--- src/rtl/ts_chk_pkg.sv ---
package ts_chk_pkg;
  // Field slots in the comparison mask; the order is the mask bit layout.
  typedef enum int {
    FLD_TYPE = 0,
    FLD_LINK = 1,
    FLD_LANE = 2,
    FLD_NFTS = 3,
    FLD_RATE = 4,
    FLD_CTRL = 5
  } ts_field_e;

  localparam int NUM_FIELDS = 6;
  localparam int RUN_TARGET_DEF = 8;
endpackage

--- src/rtl/ts_field_cmp.sv ---
module ts_field_cmp
  import ts_chk_pkg::*;
#(
  parameter int LINK_W = 8,
  parameter int LANE_W = 5,
  parameter int NFTS_W = 8,
  parameter int RATE_W = 8,
  parameter int CTRL_W = 8
) (
  input  logic              cur_ts2,
  input  logic [LINK_W-1:0] cur_link,
  input  logic [LANE_W-1:0] cur_lane,
  input  logic [NFTS_W-1:0] cur_nfts,
  input  logic [RATE_W-1:0] cur_rate,
  input  logic [CTRL_W-1:0] cur_ctrl,
  input  logic              ref_ts2,
  input  logic [LINK_W-1:0] ref_link,
  input  logic [LANE_W-1:0] ref_lane,
  input  logic [NFTS_W-1:0] ref_nfts,
  input  logic [RATE_W-1:0] ref_rate,
  input  logic [CTRL_W-1:0] ref_ctrl,
  input  logic [NUM_FIELDS-1:0] mask,
  output logic              match
);
  logic [NUM_FIELDS-1:0] fld_eq;
  logic [NUM_FIELDS-1:0] fld_ok;

  always_comb begin
    fld_eq           = '0;
    fld_eq[FLD_TYPE] = (cur_ts2  == ref_ts2);
    fld_eq[FLD_LINK] = (cur_link == ref_link);
    fld_eq[FLD_LANE] = (cur_lane == ref_lane);
    fld_eq[FLD_NFTS] = (cur_nfts == ref_nfts);
    fld_eq[FLD_RATE] = (cur_rate == ref_rate);
    fld_eq[FLD_CTRL] = (cur_ctrl == ref_ctrl);
  end

  for (genvar g = 0; g < NUM_FIELDS; g++) begin : g_fld
    assign fld_ok[g] = mask[g] | fld_eq[g];
  end

  assign match = &fld_ok;
endmodule

--- config.mk ---
export PLATFORM = sky130hd
export DESIGN_NAME = ts_field_cmp
export DESIGN_NICKNAME = d
export VERILOG_FILES = /design/src/rtl/ts_chk_pkg.sv /design/src/rtl/ts_field_cmp.sv
export SDC_FILE = /design/constraint.sdc
export NUM_CORES = 1
export LEC_CHECK = 0
export BUFFER_PORTS_ARGS = -buffer_cell sky130_fd_sc_hd__buf_2
export CORE_UTILIZATION = 27
export DETAILED_ROUTE_END_ITERATION = 10
export PLACE_DENSITY = 0.9
export SETUP_SLACK_MARGIN = 0.02
export SYNTH_ARGS = -nofsm -noshare
export SYNTH_HDL_FRONTEND = slang
export SYNTH_SLANG_ARGS = --single-unit
--- constraint.sdc ---
create_clock -name vclk -period 0.98
set_input_delay 0.098 -clock vclk [all_inputs]
set_output_delay 0.098 -clock vclk [all_outputs]
set_load 0.005 [all_outputs]
# [Word-level counts from Yosys, hierarchy flattened]
# Index checks and enable logic that the tools add are counted.
[word_totals] reg_bits=0 inputBits=82
[op_classes] n_eq_ne=6 bitwise_logic=6 n_reduce_logical=1
[op_table] cell="8-bit equality test" n=4
[op_table] cell="1-bit OR" n=6
[op_table] cell="6-bit AND reduction" n=1
[op_table] cell="5-bit equality test" n=1
[op_table] cell="1-bit equality test" n=1

# [Longest topological paths before layout]
# Gate-level depths: netlist (run 1).
[logic_depth] word_depth=3 mapped_depth=5

# [Least setup slack after synthesis (run 1)]
# Ideal clock, no wire load.
[synth_path] path_kind="input to output" start="in ref_ctrl[3]" end="out match" t_arrival_ps=883 slack_ps=-1 path_stages=4 cell_sequence="xor2_1 nor4_2 a21oi_1 nor4_2"
[synth_between] elab_chain_len=3
[synth_lines] item="start: declaration" line="ts_field_cmp.sv:21" rtl="input logic [CTRL_W-1:0] ref_ctrl,"
[synth_lines] item="8-bit equality test" line="ts_field_cmp.sv:35" rtl="fld_eq[FLD_CTRL] = (cur_ctrl == ref_ctrl);"
[synth_lines] item="1-bit OR" line="ts_field_cmp.sv:39" rtl="assign fld_ok[g] = mask[g] | fld_eq[g];"
[synth_lines] item="6-bit AND reduction" line="ts_field_cmp.sv:42" rtl="assign match = &fld_ok;"
[synth_lines] item="end: declaration" line="ts_field_cmp.sv:23" rtl="output logic match"
# No other way between the ends.

# [Worst setup path in the final report (run 1)]
[layout_path] start="in ref_link[0]" end="out match"
[layout_between] elab_chain_len=3
[layout_lines] item="start: declaration" line="ts_field_cmp.sv:17" rtl="input logic [LINK_W-1:0] ref_link,"
[layout_lines] item="8-bit equality test" line="ts_field_cmp.sv:31" rtl="fld_eq[FLD_LINK] = (cur_link == ref_link);"
[layout_lines] item="1-bit OR" line="ts_field_cmp.sv:39"
[layout_lines] item="6-bit AND reduction" line="ts_field_cmp.sv:42"
# No other way between the ends.

==> results.toml, run 1 <==
[layout]
nFillCells = 146
n_sequential_cell = 0
diodes = 0
fin_area_um2 = 902.1
drive_above_1_share_pct = 63.04
regArea_um2 = 0
clockBufferCount = 0
num-nets-final = 222
area_growth_pct = 101.4

[global_routing]
grt_pass1_wl_um = 2152
grt.total_usage_pct = 14.41
grt-ovfl-total = 0
grt_pass1_vias = 630
grt_start_max_net_pins = 2
antenna_found_initial = 0

[timing]
hold_viol = 0
rsz0062_at_grt = "yes"
tns_ns = -0.2471
period_share_pct = 125.2
finalCriticalPeriod_ns = 1.227
slew_headroom_pct = 83.89
drv_slew = 0
fin_ws_ns = -0.2471
worst_pin_slew_ns = 0.2397
setup_viol_count_final = 1
fmax_mhz = 814.9

[logic_synthesis]
seq_area_frac_synth_pct = 0
synth_compound_area_share_pct = 5.028
synthCells = 55
synth_xor_area_share_pct = 74.30
ys_warn_count = 0
synth.area.top_cells = "xnor2_1 39%, xor2_1 35%, nor4_2 8.4%"
synth_top_family_by_area = "XOR/XNOR gates"
synth_nets = 137
yosys.area_share.simple_pct = 20.67
postSynthAreaPerCell_um2 = 8.144
synthMuxAreaShare_pct = 0
synthAdderAreaFrac_pct = 0
synth_cell_types = 10
synth_most_common_cell = "xnor2_1"
yosys-top-cells-count = "20 x xnor2_1, 18 x xor2_1, 4 x nand4_1, 3 x nor4_2"
yosysTopAreaCellShare_pct = 39.11
yosysTopAreaCell = "xnor2_1"
netlist_area_um2 = 447.9

[drt]
vias_per_cell = 4.468
post-route-drc-count = 0
routed_wl_um = 1394
drt_first_iter_violations = 3
dr_total_vias = 688
antenna_left = 0
drt-pass1-iter-count = 2
routedWlPerCell_um = 9.052

[critical_path]
critPathRequiredTime_ns = 0.88
crit_path_end_kind = "output port"
cp.arrival_ns = 1.13
slowest_stage = "nor4_2"
crit_type = "input port to output port"
crit_family = "simple AND/OR/NAND/NOR gates"
start_kind = "input port"
path_cells = "buf_2 > xor2_1 > nor4_2 > a21oi_1 > nor4_2 > buf_2"
max_stage_delay_ns = 0.27
path_buf_inv = 2
cp_max_fo = 1

[power]
ir_worst_vdd_mv = 0.1849
finalPower_mw = 0.3513
power_density_nw_per_um2 = 389.4
total_leakage_power_nw = 0.4655

[placed_design]
dp_hpwl_um = 1355
place.gp.congestion = 0.6544
placed_area_um2 = 883.3
pre_cts_ws_ns = -0.2610
io_buffers = 83

[cts]
post-cts-setup-buffers = 0

[die]
initial_core_util_pct = 29.39
placementRows = 14
ios = 83
die_h_um = 42.73
dieArea_um2 = 1826
die_w_um = 42.73
core_area_um2 = 1524

[min_path]
hold_path_class = "input port to output port"

[outcome]
outcome = "finished, violations left"
violations = "negative setup slack"

[job]
drv_cap = 0
worst paths after layout:
kind / start / endpoint / slack [ns] / cells after the start
worst max-delay path: ref_link[0] / match / -0.25 / 6
worst min-delay path: mask[5] / match / 0.58 / 4
cells in the final DEF (no fill, tap or decap), drive strengths merged:
master	instances
a21oi	2
nor4	5
xor2	18
buf	83
xnor2	20
nor2	2
o22ai	2
nand4	4
nand3	1
nor3	1
layer usage:
layer	vias up	GRT usage [%]	wire length, um
met5	-	0	0
met1	279	11.03	422
met3	2	1.277	151
li1	357	-	-
met2	50	35.45	806
met4	0	1.250	13
power breakdown:
part | switching (mW) | total (mW) | internal [mW]
logic | 0.132 | 0.351 | 0.219
registers | 0 | 0 | 0
clock network | 0 | 0 | 0
area by class of cell:
cell class         instances  area [um2]  share of cell area, %
multi-input cells         55       454.2                  50.35
well taps                 16       20.02                  2.219
repair buffers            83       427.9                  47.43
per-stage QoR:
step                cells  utilization (%)  hold WS (ns)
floorplan              55                -        0.3749
global placement      154            57.96        0.5761
detailed placement    154            57.96        0.5832
CTS                   154            57.96        0.5828
global route          154            59.20        0.6136
finish                154            59.20        0.5823
kinds of logic (layout without fill, tap and decap cells):
| kind of cell | after synthesis | count (layout) |
|---|---|---|
| AOI/OAI and AO/OA | 4 | 4 |
| xor gates and xnor gates | 38 | 38 |
| buffers and inverters | 0 | 83 |
| and+or+nand+nor | 13 | 13 |
repair_timing:
item | in CTS | in global routing
endpoints found under the setup margin | 1 | 1
gates resized for setup | 0 | 3
pin swaps | 1 | 1
hold buffers | 0 | 0
worst min-delay path: stages:
cell and delay [ns]:
buf_2 0.07, a21oi_1 0.04, nor4_2 0.12, buf_2 0.15
No activity file was read; power rests on OpenSTA's default activity.
==> run 2: changes to the inputs <==
--- a/config.mk
+++ b/config.mk
@@ -6,9 +6,11 @@
 export NUM_CORES = 1
 export LEC_CHECK = 0
 export BUFFER_PORTS_ARGS = -buffer_cell sky130_fd_sc_hd__buf_2
-export CORE_UTILIZATION = 27
+export CELL_PAD_IN_SITES_DETAIL_PLACEMENT = 1
+export CELL_PAD_IN_SITES_GLOBAL_PLACEMENT = 2
+export CORE_UTILIZATION = 11
 export DETAILED_ROUTE_END_ITERATION = 10
-export PLACE_DENSITY = 0.9
+export PLACE_DENSITY = 0.93
 export SETUP_SLACK_MARGIN = 0.02
 export SYNTH_ARGS = -nofsm -noshare
 export SYNTH_HDL_FRONTEND = slang
==> results.toml, run 2 (synthesis gave the netlist of run 1 again) <==
[outcome]
outcome = "finished, violations left"
violations = "negative setup slack"

[critical_path]
slowest_stage = "nor4_2"
cp.arrival_ns = 1.12
crit_path_end_kind = "output port"
cp_max_fo = 1
max_stage_delay_ns = 0.26
start_kind = "input port"
path_cells = "buf_2 > xor2_1 > nor4_2 > a21oi_1 > nor4_2 > buf_2"
critPathRequiredTime_ns = 0.88
crit_type = "input port to output port"

[timing]
drv_slew = 0
fmax_mhz = 823.8
worst_pin_slew_ns = 0.2164
finalCriticalPeriod_ns = 1.214
rsz0062_at_grt = "yes"
setup_viol_count_final = 1
slew_headroom_pct = 85.57
period_share_pct = 123.9
hold_viol = 0
fin_ws_ns = -0.2339

[layout]
layout_commonest_cell = "buf_2"
area_growth_pct = 112.8
regArea_um2 = 0
n_sequential_cell = 0
layout_common_cells = "82 x buf_2, 20 x xnor2_1, 18 x xor2_1"
num-nets-final = 222
fin_area_um2 = 953.4
clockBufferCount = 0
diodes = 0
nFillCells = 492
fin_cells = 186
drive_above_1_share_pct = 65.22

[die]
placementRows = 22
die_w_um = 65.81
initial_core_util_pct = 11.88
ios = 83
die_h_um = 65.81
dieArea_um2 = 4331
core_area_um2 = 3771

[global_routing]
grt_start_max_net_pins = 2
grt-ovfl-total = 0
grt.total_usage_pct = 7.482
grt_pass1_wl_um = 2649
grt_pass1_vias = 754
antenna_found_initial = 0

[placed_design]
io_buffers = 83
placed_area_um2 = 923.4
dp_hpwl_um = 1704
place.gp.congestion = 0.6364
dpl.cell_count = 186

[drt]
routedWlPerCell_um = 9.306
drt_first_iter_violations = 1
dr_total_vias = 717
post-route-drc-count = 0
routed_wl_um = 1731
vias_per_cell = 3.855
antenna_left = 0
drt-pass1-iter-count = 2

[power]
power_density_nw_per_um2 = 377.9
ir_worst_vdd_mv = 0.08994
total_leakage_power_nw = 0.4683

[min_path]
hold_path_class = "input port to output port"

[cts]
post-cts-setup-buffers = 0

[job]
drv_cap = 0
[run 2: changes by cell type in the layout (fill, tap and decap cells not counted)]
cell / change
o22ai_1: -1
nor3_2: +1
nor4_1: -1
buf_6: -1
nor3_1: -1
nor4_2: +1
buf_2: +1
o22ai_2: +1
[run 2: final cells by class]
class | count | area, um2 | area share [%]
multi-input cells | 55 | 471.7 | 49.48
well taps | 48 | 60.06 | 6.299
repair buffers | 83 | 421.7 | 44.23
[run 2: worst paths after layout]
kind / slack (ns) / from / endpoint / depth (start not counted)
min: 0.59 / mask[0] / match / 4
max: -0.23 / ref_link[3] / match / 6
[run 2: worst max-delay path, delay by kind of cell]
kind	cells	cell delay, ns
AO/OA/AOI/OAI	1	0.11
XOR/XNOR	1	0.16
AND/OR/NAND/NOR	2	0.50
buffers and inverters	2	0.25
[run 2: power breakdown]
part           leakage, nW  internal [mW]  switching (mW)  total [mW]
sequential               0              0               0           0
combinational        0.468          0.220           0.140       0.360
clock                    0              0               0           0
total                0.468          0.220           0.140       0.360
[run 2: repair_timing]
item / CTS / global route
gates resized for setup: 2 / 3
endpoints found under the setup margin: 1 / 1
pin swaps: 1 / 0
hold buffers: 0 / 0
[run 2: routing by layer]
metal / up-vias / GRT usage, % / routed length, um
li1: 357 / - / -
met1: 313 / 7.275 / 561
met2: 45 / 16.84 / 986
met3: 2 / 0.3448 / 163
met4: 0 / 0.8152 / 19
met5: - / 0 / 0
[run 2: metrics by stage]
stage | utilization (%) | setup slack, ns | power [mW] | hold WS [ns] | TNS (ns)
after floorplan | - | 0.01960 | 0.1473 | 0.3749 | 0
after global placement | 24.49 | -0.2874 | 0.3434 | 0.6087 | -0.2874
after detailed placement | 24.49 | -0.2929 | 0.3506 | 0.6168 | -0.2929
after CTS | 24.78 | -0.2809 | 0.3570 | 0.6174 | -0.2809
after global routing | 25.28 | -0.3120 | 0.3986 | 0.6018 | -0.3120
final | 25.28 | -0.2339 | 0.3603 | 0.5889 | -0.2339
==> run 3: changes to the inputs <==
--- a/config.mk
+++ b/config.mk
@@ -5,12 +5,14 @@
 export SDC_FILE = /design/constraint.sdc
 export NUM_CORES = 1
 export LEC_CHECK = 0
+export ABC_AREA = 1
 export BUFFER_PORTS_ARGS = -buffer_cell sky130_fd_sc_hd__buf_2
 export CELL_PAD_IN_SITES_DETAIL_PLACEMENT = 1
 export CELL_PAD_IN_SITES_GLOBAL_PLACEMENT = 2
-export CORE_UTILIZATION = 11
+export CORE_MARGIN = 5
+export CORE_UTILIZATION = 12
 export DETAILED_ROUTE_END_ITERATION = 10
-export PLACE_DENSITY = 0.93
+export PLACE_DENSITY = 0.91
 export SETUP_SLACK_MARGIN = 0.02
 export SYNTH_ARGS = -nofsm -noshare
 export SYNTH_HDL_FRONTEND = slang
==> results.toml, run 3 <==
[die]
dieArea_um2 = 6793
die_w_um = 82.42
initial_core_util_pct = 12.32
placementRows = 26
ios = 83
core_area_um2 = 5107
die_h_um = 82.42

[min_path]
hold_path_class = "input port to output port"

[logic_synthesis]
netlist_area_um2 = 629.4
postSynthAreaPerCell_um2 = 4.662
yosysTopAreaCell = "nand2_1"
synth_xor_area_share_pct = 32.01
yosys.area_share.simple_pct = 47.71
seq_area_frac_synth_pct = 0
synth_most_common_cell = "nand2_1"
synth_nets = 217
synthCells = 135
synth_cell_types = 6
yosysTopAreaCellShare_pct = 37.57
ys_warn_count = 0
yosys-top-cells-count = "63 x nand2_1, 30 x inv_1, 23 x xnor2_1, 13 x nor2_1"
synthAdderAreaFrac_pct = 0
synth_top_family_by_area = "simple AND/OR/NAND/NOR gates"
synth_compound_area_share_pct = 2.386
synth.area.top_cells = "nand2_1 38%, xnor2_1 32%, inv_1 18%"
synthMuxAreaShare_pct = 0

[timing]
rsz0062_at_grt = "yes"
drv_slew = 0
finalCriticalPeriod_ns = 0.9966
fmax_mhz = 1003
fin_ws_ns = -0.01657
slew_headroom_pct = 88.77
setup_viol_count_final = 1
hold_viol = 0
worst_pin_slew_ns = 0.1667
tns_ns = -0.01657
period_share_pct = 101.7

[layout]
drive_above_1_share_pct = 39.91
layout_common_cells = "78 x buf_2, 63 x nand2_1, 30 x inv_1"
n_sequential_cell = 0
area_growth_pct = 88.87
layout_commonest_cell = "buf_2"
regArea_um2 = 0
diodes = 0
clockBufferCount = 0
num-nets-final = 302

[critical_path]
cp_max_fo = 1
cp.arrival_ns = 0.90
critPathRequiredTime_ns = 0.88
crit_path_end_kind = "output port"
start_kind = "input port"
crit_type = "input port to output port"

[placed_design]
dp_hpwl_um = 2366
io_buffers = 83
place.gp.congestion = 0.6188

[global_routing]
antenna_found_initial = 0
grt-ovfl-total = 0
grt_pass1_wl_um = 3684
grt_start_max_net_pins = 3
grt.total_usage_pct = 6.440
grt_pass1_vias = 1069

[drt]
antenna_left = 0
routed_wl_um = 2389
routedWlPerCell_um = 8.295
post-route-drc-count = 0
dr_total_vias = 1016
drt-pass1-iter-count = 2
drt_first_iter_violations = 3
vias_per_cell = 3.528

[cts]
cts_hold_buf = 0
post-cts-setup-buffers = 0

[power]
total_leakage_power_nw = 0.7501
finalPower_mw = 0.4192
ir_worst_vdd_mv = 0.09356
power_density_nw_per_um2 = 352.7

[job]
drv_cap = 0

[outcome]
violations = "negative setup slack"
outcome = "finished, violations left"
## run 3: changes by cell type after synthesis, moves of 4 or more
cell and delta:
nand2_1 +63, inv_1 +30, xor2_1 -18, nor2_1 +11, nand4_1 -4
## run 3: final cells by class
class	count	area, um2
fillers	698	3919
multi-input cells	105	541.8
repair buffers	83	446.7
inverters	30	112.6
well taps	70	87.58
## run 3: critical path, cell delays in order
cell	delay, ns
buf_2	0.10
xnor2_1	0.15
nand2_1	0.07
nor2_1	0.08
nand2_1	0.05
nand2_1	0.05
nand3_1	0.07
nor2_1	0.09
buf_2	0.12
## run 3: per-layer routing
layer / vias up / track usage, % / routed length (um) / share of wire (%)
met3: 0 / 2.495 / 383 / 16
met5: - / 0 / 0 / 0
li1: 548 / - / - / -
met1: 418 / 6.391 / 862 / 36
met2: 50 / 13.14 / 1143 / 48
met4: 0 / 0 / 0 / 0
## run 3: timing repair
action | in CTS | in global routing
pin swaps | 7 | 1
setup endpoints to repair | 1 | 1
resized for setup | 7 | 2
## run 3: cells by family after synthesis
kind of cell              Yosys count
AOI/OAI and AO/OA                   3
xor gates and xnor gates           23
buffers and inverters              30
and+or+nand+nor                    79
## run 3: per-stage QoR
step | utilization [%] | instance area (um2) | hold slack, ns | worst slack [ns] | instances
5_1_grt | 23.27 | 1189 | 0.6438 | -0.1878 | 288
6_report | 23.27 | 1189 | 0.5876 | -0.01657 | 288
4_1_cts | 23.08 | 1179 | 0.6092 | -0.05325 | 288
2_1_floorplan | - | 629.4 | 0.3608 | 0.2478 | 135
3_3_place_gp | 22.17 | 1132 | 0.6166 | -0.1058 | 288
3_5_place_dp | 22.17 | 1132 | 0.6124 | -0.08788 | 288
## run 3: power by group
group	internal [mW]	switching (mW)
logic	0.248	0.171
clock network	0	0
registers	0	0
## run 3: worst paths after layout
| check | start | endpoint | cells after the start | slack, ns |
|---|---|---|---|---|
| setup / recovery | cur_ctrl[5] | match | 9 | -0.02 |
| hold / removal | mask[1] | match | 6 | 0.59 |
